===== config.mk =====
export PLATFORM = sky130hd
export DESIGN_NAME = clk_pair_sel
export DESIGN_NICKNAME = d
export VERILOG_FILES = /design/src/rtl/clk_pair_sel.sv
export SDC_FILE = /design/constraint.sdc
export NUM_CORES = 1
export LEC_CHECK = 0
export ABC_AREA = 1
export BUFFER_PORTS_ARGS = -buffer_cell sky130_fd_sc_hd__buf_4
export CORE_ASPECT_RATIO = 0.6
export CORE_MARGIN = 2
export CORE_UTILIZATION = 42
export CTS_CLUSTER_SIZE = 40
export DETAILED_ROUTE_END_ITERATION = 8
export PLACE_DENSITY = 0.68
export SYNTH_ARGS = -nofsm -noshare
export SYNTH_HDL_FRONTEND = slang
export SYNTH_SLANG_ARGS = --single-unit

===== constraint.sdc =====
create_clock -name mclk -period 18.7 [get_ports mclk]
set_clock_uncertainty 0.1 [all_clocks]
set_input_delay 0.935 -clock mclk [delete_from_list [all_inputs] [get_ports mclk]]
set_output_delay 0.935 -clock mclk [all_outputs]
set_load 0.01 [all_outputs]

===== src/rtl/clk_pair_sel.sv =====
module clk_pair_sel #(
  parameter int LANES       = 4,
  parameter int MAX_PER     = 2048,
  parameter int TOL         = 2,
  parameter int LOCK_FRAMES = 4
) (
  input  logic             mclk,
  input  logic             rst_n,
  input  logic             bclk_a,
  input  logic             fclk_a,
  input  logic             bclk_b,
  input  logic             fclk_b,
  input  logic [LANES-1:0] lane_sel,
  input  logic             standalone,
  input  logic             mute_pol,
  output logic [LANES-1:0] lane_bclk,
  output logic [LANES-1:0] lane_fclk,
  output logic [LANES-1:0] mute_o,
  output logic             dac_active
);
  localparam int CW = $clog2(MAX_PER + 1);
  localparam int SW = $clog2(LOCK_FRAMES + 1);
  localparam logic [CW-1:0] MAXC = CW'(MAX_PER);
  localparam logic [SW-1:0] LF   = SW'(LOCK_FRAMES);

  logic [2:0]    sy   [2];
  logic [CW-1:0] cnt  [2];
  logic [CW-1:0] prv  [2];
  logic [CW-1:0] lck  [2];
  logic [SW-1:0] stab [2];
  logic          mon_b;

  wire [1:0] fc = {fclk_b, fclk_a};
  wire [1:0] edg = {sy[1][1] & ~sy[1][2], sy[0][1] & ~sy[0][2]};

  function automatic logic near(input logic [CW-1:0] x, input logic [CW-1:0] y);
    return ((x > y) ? (x - y) : (y - x)) <= CW'(TOL);
  endfunction

  function automatic logic late(input logic [CW-1:0] c, input logic [CW-1:0] l);
    return {1'b0, c} > ({1'b0, l} + (CW+1)'(TOL));
  endfunction

  wire [LANES-1:0] eff = standalone ? '0 : lane_sel;
  wire use_b  = |eff;
  wire b_skip = standalone || (cnt[1] == MAXC && !use_b);

  wire [CW-1:0] big = (prv[0] > prv[1]) ? prv[0] : prv[1];
  wire [CW-1:0] sml = (prv[0] > prv[1]) ? prv[1] : prv[0];
  wire [CW-1:0] rem = (sml != '0) ? (big % sml) : '0;
  wire ratio_ok = (sml != '0) && ((rem <= CW'(TOL)) || ((sml - rem) <= CW'(TOL)));

  wire ready = (stab[0] == LF) && (b_skip || ((stab[1] == LF) && ratio_ok));

  wire lost_a = (edg[0] && !near(cnt[0], lck[0])) || late(cnt[0], lck[0]);
  wire lost_b = (edg[1] && !near(cnt[1], lck[1])) || late(cnt[1], lck[1]);
  wire drop = dac_active &&
              (lost_a || (!standalone && (mon_b ? lost_b : (edg[1] || use_b))));

  always_ff @(posedge mclk or negedge rst_n) begin
    if (!rst_n) begin
      for (int p = 0; p < 2; p++) begin
        sy[p]   <= '0;
        cnt[p]  <= '0;
        prv[p]  <= '0;
        lck[p]  <= '0;
        stab[p] <= '0;
      end
      dac_active <= 1'b0;
      mon_b      <= 1'b0;
    end else begin
      for (int p = 0; p < 2; p++) begin
        sy[p] <= {sy[p][1:0], fc[p]};
        if (edg[p]) begin
          cnt[p] <= CW'(1);
          prv[p] <= cnt[p];
          if (drop || cnt[p] == MAXC || !near(cnt[p], prv[p]))
            stab[p] <= '0;
          else if (stab[p] != LF)
            stab[p] <= stab[p] + SW'(1);
        end else begin
          if (cnt[p] != MAXC) cnt[p] <= cnt[p] + CW'(1);
          if (drop || cnt[p] == MAXC) stab[p] <= '0;
        end
      end
      if (drop) begin
        dac_active <= 1'b0;
      end else if (!dac_active && ready) begin
        dac_active <= 1'b1;
        lck[0]     <= prv[0];
        lck[1]     <= prv[1];
        mon_b      <= !b_skip;
      end
    end
  end

  for (genvar i = 0; i < LANES; i++) begin : g_lane
    assign lane_bclk[i] = dac_active & (eff[i] ? bclk_b : bclk_a);
    assign lane_fclk[i] = dac_active & (eff[i] ? fclk_b : fclk_a);
  end

  assign mute_o = {LANES{dac_active ? ~mute_pol : mute_pol}};

  a_r5_lock_after_stable: assert property (@(posedge mclk) disable iff (!rst_n)
    $rose(dac_active) |-> $past(stab[0]) == LF);

  a_r6_late_edge_drops: assert property (@(posedge mclk) disable iff (!rst_n)
    (dac_active && late(cnt[0], lck[0])) |=> !dac_active);

  a_r8_absent_selected: assert property (@(posedge mclk) disable iff (!rst_n)
    (dac_active && !mon_b && use_b) |=> !dac_active);

  a_r10_quiet_in_retime: assert property (@(posedge mclk) disable iff (!rst_n)
    !dac_active |-> (lane_bclk == '0 && lane_fclk == '0));

  a_r2_standalone_pair1: assert property (@(posedge mclk) disable iff (!rst_n)
    (dac_active && standalone) |-> (lane_bclk == {LANES{bclk_a}} && lane_fclk == {LANES{fclk_a}}));
endmodule


# Word level (Yosys, flattened, before mapping)
# Cells that the tools add are included.
[classes] eq_ne=10 bitwise=14 n_mux=32 div=1 n_reduce_logical=38 n_lt_le_gt_ge=13 add_sub_neg=15
[op_table] operator="2-to-1 mux 12 bit" count=11
[op_table] operator="subtractor 12 bit" count=9
[op_table] operator="less-or-equal comparator 12 x 2 -> 1 bit (second input constant)" count=6
[op_table] operator="greater-than comparator 12 bit" count=5
[op_table] operator="adder 12 x 2 -> 13 bit (second input constant)" count=2
[op_table] operator="greater-than comparator 12 x 13 -> 1 bit" count=2
[op_table] operator="adder 12 x 1 -> 12 bit (second input constant)" count=2
[op_table] operator="equality test 12 bit (second input constant)" count=2
[op_table] operator="2-to-1 mux 3 bit" count=8
[op_table] operator="inequality test 12 bit (second input constant)" count=2
[op_table] operator="remainder unit 12 x 12 -> 12 bit" count=1
[op_table] operator="2-to-1 mux 1 bit" count=12
[op_table] operator="nonzero test 12 bit" count=1
[op_table] operator="logical OR 1 bit" count=11
[op_table] operator="AND 1 bit" count=10
[op_table] operator="nonzero test 2 bit" count=5
[op_table] operator="logical AND 1 bit" count=9
[op_table] operator="logical NOT 1 bit" count=8
[op_table] operator="adder 3 x 1 -> 3 bit (second input constant)" count=2
[op_table] operator="equality test 3 bit (second input constant)" count=2
[op_table] operator="inequality test 3 x 1 -> 1 bit (second input constant)" count=2
[op_table] operator="inequality test 3 bit (second input constant)" count=2
[op_table] operator="AND reduction 2 bit" count=3
[op_table] operator="2-to-1 mux 4 bit" count=1
[op_table] operator="2 further kinds" count=5
[word_totals] ff_bits=86 output_inout_bits=13 inputBits=12 word_cells=135

# Longest topological paths before layout
[depth] word_depth=14 depth_mapped=178 mapped_depth_nobuf=171

# Worst setup path before layout
# No wires, ideal clock.
[synth_timing] path_type="reg-to-reg" from="reg prv[10] (netlist name)" to="reg lck[11] (netlist name)" required_time_ps=18483 path_stages_with_launch=168 synth_period_minus_slack_ps=19695 path_slack_ps=-995 t_arrival_ps=19478 cell_sequence="dfrtp_1 -> inv_1 -> ha_1 -> nand2_1 -> inv_2 -> nand2_2 -> nor2_4 -> nand2_2 -> nand3_4 -> nand2_4 -> o21ai_1 -> ha_1 -> inv_1 -> nor2_1 -> nand2_1 -> nor2_1 -> nand3_1 -> nand2_1 -> [... 132 more ...] -> fa_1 -> o21ai_0 -> a21oi_1 -> o21bai_1 -> a21oi_1 -> o21ai_0 -> nand2_1 -> inv_1 -> nor2_1 -> a2111oi_0 -> o21ai_0 -> nor3_1 -> a21oi_2 -> nand2_2 -> nand3_4 -> buf_4 -> nand3_1 -> nand2_1"
[synth_via] elab_chain_len=13
[synth_rtl] item="from (decl)" line="28" text="logic [CW-1:0] prv [2];"
[synth_rtl] item="from (signal, indexed assignment)" line="76" text="prv[p] <= cnt[p];"
[synth_rtl] item="greater-than comparator 12 bit" line="48, 49"
[synth_rtl] item="2-to-1 mux 12 bit, on equally long branches" line="48, 49"
[synth_rtl] item="remainder unit 12 x 12 -> 12 bit or nonzero test 12 bit (tied branches)" line="50, 51"
[synth_rtl] item="2-to-1 mux 12 bit" line="50" text="wire [CW-1:0] rem = (sml != '0) ? (big % sml) : '0;"
[synth_rtl] item="subtractor 12 bit" line="51" text="wire ratio_ok = (sml != '0) && ((rem <= CW'(TOL)) || ((sml - rem) <= CW'(TOL)));"
[synth_rtl] item="less-or-equal comparator 12 x 2 -> 1 bit" line="51"
[synth_rtl] item="logical OR 1 bit" line="51"
[synth_rtl] item="logical AND 1 bit (*)" line="51"
[synth_rtl] item="logical AND 1 bit (*)" line="53" text="wire ready = (stab[0] == LF) && (b_skip || ((stab[1] == LF) && ratio_ok));"
[synth_rtl] item="logical OR 1 bit (*)" line="53"
[synth_rtl] item="logical AND 1 bit (*)" line="53"
[synth_rtl] item="logical AND 1 bit (*)" line="88" text="end else if (!dac_active && ready) begin"
[synth_rtl] item="AND reduction 2 bit (no line) (*)"
[synth_rtl] item="to (decl)" line="29" text="logic [CW-1:0] lck [2];"
# Every way passes the cells marked *; elsewhere a longest branch is shown, timed or not.
# A chain may end at the register's enable or synchronous reset.

# Final worst setup path
[layout_timing] from="reg prv[9] (netlist name)" to="reg lck[23] (netlist name)"
# The elaborated chain is that of the path after synthesis.

==> reports/summary.txt <==
status - finished, violations left
failing checks - setup timing
Reg2Reg Depth - 160
first-pass GRT wire length - 85230 µm
Top cell by count, worst path - nand2_2
met3 wire len - 5949 µm
WL per Instance - 18.30 µm
fin worst setup slack - -903.4 ps
RSZ-0062 raised after global routing - true
Hold Path Cell Cnt - 0
max-slew violations - 0
Setup crit end - lck[23]
remaining antenna violation count - 0
R2R setup slack - -900 ps
antenna cell count - 0
Syn Inst Count - 2143
HPWL Detailed - 40280 µm
total number of vias - 17008
final worst path period share - 1.048
number of port buffers - 24
CP max stage cell - fa_2
TritonCTS clock tree - yes
max-cap violations - 0
clock tree buffer depth - 2
Mean Syn Cell Area - 6.654 µm²
reg2reg start - prv[9]
vias in the first global route - 15998
Setup crit end kind - flip-flop
H-tree depth - 3
io pins - 25
met1 WL - 26340 µm
CTS sink count - 86
Worst Tran Pin Value - 1075 ps
DIE AREA - 35490 µm²
DR WL met2 - 23340 µm
Site Rows - 52
CP peak stage delay - 390 ps
area leader, netlist - ha_1
fraction of layout cells with a size suffix above 1 - 0.3697
clk_lat worst skew - 360 ps
P&R area growth vs syn - 46.95%
most common flop cell mapped by yosys - dfrtp_1
# setup viols final - 26
Netlist Area Pre-Place - 14260 µm²
slew margin rel. - 0.2827
Post-synth EDFFs - 0
core area - 33570 µm²
Die Ht - 146.7 µm
Hold Crit Class - reg -> reg
Worst Path Arrival - 19800 ps
routability cong. - 0.9969
CP startpoint - prv[9]
Yosys top cell area share - 0.1974
grt ovf - 0
Synth area leaders - ha_1 (20%), dfrtp_1 (15%), nand2_1 (14%)
initial antenna violation count - 0
Yosys reg bits - 86
post-synthesis sequential area ratio - 0.1509
Clock transition at path regs - 70 ps
synthesized net count - 2390
Final Hold Viols - 0
Cell variety after synth - 67
Final #Nets - 2874
routed vias/inst - 5.502
reg2reg end - lck[23]
cts bufs inserted - 9
drt first pass iters - 5
maximum clock rate - 51.01 MHz
Place WS - -1232 ps
hold buffer count at cts - 0
DRT Wirelength - 56570 µm
Synth top cells by count - nand2_1 (518), inv_1 (275), ha_1 (225), a21oi_1 (156), nand3_1 (152)
WS Path Type - reg -> reg
top-count cell post-synth - nand2_1
CP required - 18900 ps
Fillers - 2806
initial core utilization - 0.4247
DRC viols - 0
post-synthesis async set-or-reset flop share - 1.000
largest net degree at the start of global routing - 75
post-layout min period - 19600 ps
Total GRT Usage - 0.2968
Synth Warn # - 0
Max Used Layer - met5
Critical Path Source Type - flip-flop
DR iter-0 viols - 1598
Chip Width - 241.9 µm
crit-path max FO - 6
root buffer cell - clkbuf_16
[worst min path at each step]
stage                from     to  slack (ps)
global route        sy[0]  sy[1]         250
detailed placement  sy[0]  sy[1]         240
floorplan           sy[0]  sy[1]         230
global placement    sy[0]  sy[1]         230
finish              sy[0]  sy[1]         250
CTS                 sy[0]  sy[1]         250
[cells in the final DEF, fill, tap and decap left out, drive strengths merged, types with 8 or more instances in the layout]
master  synthesis  layout
ha            225     225
xnor2          29      29
a31oi          12      12
dfrtp          86      86
nor3           42      42
clkbuf         21      11
fa             10      10
o211ai          9       9
a21oi         158     158
mux2i           8       8
nor2          142     142
nand2         551     556
inv           284     286
and2            9       9
o21bai         13      13
xor2           58      58
a221oi          8       8
o21ai         149     149
nor4           16      16
buf            20     509
a21o           15      15
a211oi          8       8
o221ai          9       9
nand3         175     175
or2            28      28
nand4          15      15
[logic make-up after synthesis]
family	share of synthesized area
DFF	0.1509
AOI/OAI and AO/OA	0.1649
buffers and inverters	0.09301
adders and majority gates	0.2115
and+or+nand+nor	0.3198
muxes	0.006406
xor gates and xnor gates	0.05344
[flip-flops by register name, indices dropped and copies added (netlist names)]
name,count
dac_active,1
cnt,24
prv,24
mon_b,1
stab,6
lck,24
sy,6
[metal layers]
layer  GRT usage  up-vias
li1            -     8134
met1      0.4419     8030
met2      0.4185      757
met3     0.09445       85
met4     0.04691        2
met5     0.01604        -
[layout make-up]
| type | instances | area, µm² | share of cell area |
|---|---|---|---|
| Multi-Input combinational cell | 1733 | 12860 | 0.6137 |
| Clock inverter | 5 | 41.29 | 0.001971 |
| Clock buffer | 11 | 252.7 | 0.01206 |
| Timing Repair Buffer | 509 | 3958 | 0.1889 |
| Sequential cell | 86 | 2152 | 0.1027 |
| Inverter | 288 | 1116 | 0.05326 |
| Tap cell | 459 | 574.3 | 0.02741 |
[critical path: cells and delay by family, from the launching register on]
kind	cells	cell delay (ps)
AND/OR/NAND/NOR	94	8640
AO/OA/AOI/OAI	28	3920
buffers and inverters	23	2220
flip-flops	1	380
adder cells (fa/ha/maj)	15	4190
[metrics by stage]
step                      cells  setup TNS, ps  area (µm²)  utilization  hold slack, ps
after floorplan            2143              0       14370            -           231.2
after global placement     2924          -8511       17420       0.5189           233.9
after detailed placement   2924         -30420       17420       0.5189           235.5
after CTS                  3062          -3489       19700       0.5868           251.3
after global routing       3091         -51120       20950       0.6241           252.3
final                      3091         -22100       20950       0.6241           249.8
[what timing repair did]
| action | CTS | global route |
|---|---|---|
| pin swaps | 150 | 200 |
| gates resized for setup | 219 | 231 |
| setup endpoints to repair | 26 | 26 |
| buffers inserted | 115 | 33 |
| cloned | 7 | 1 |
Power is left out: the tool's default activity adds up to more than one toggle a clock period on the data nets, which glitch-free logic cannot reach.
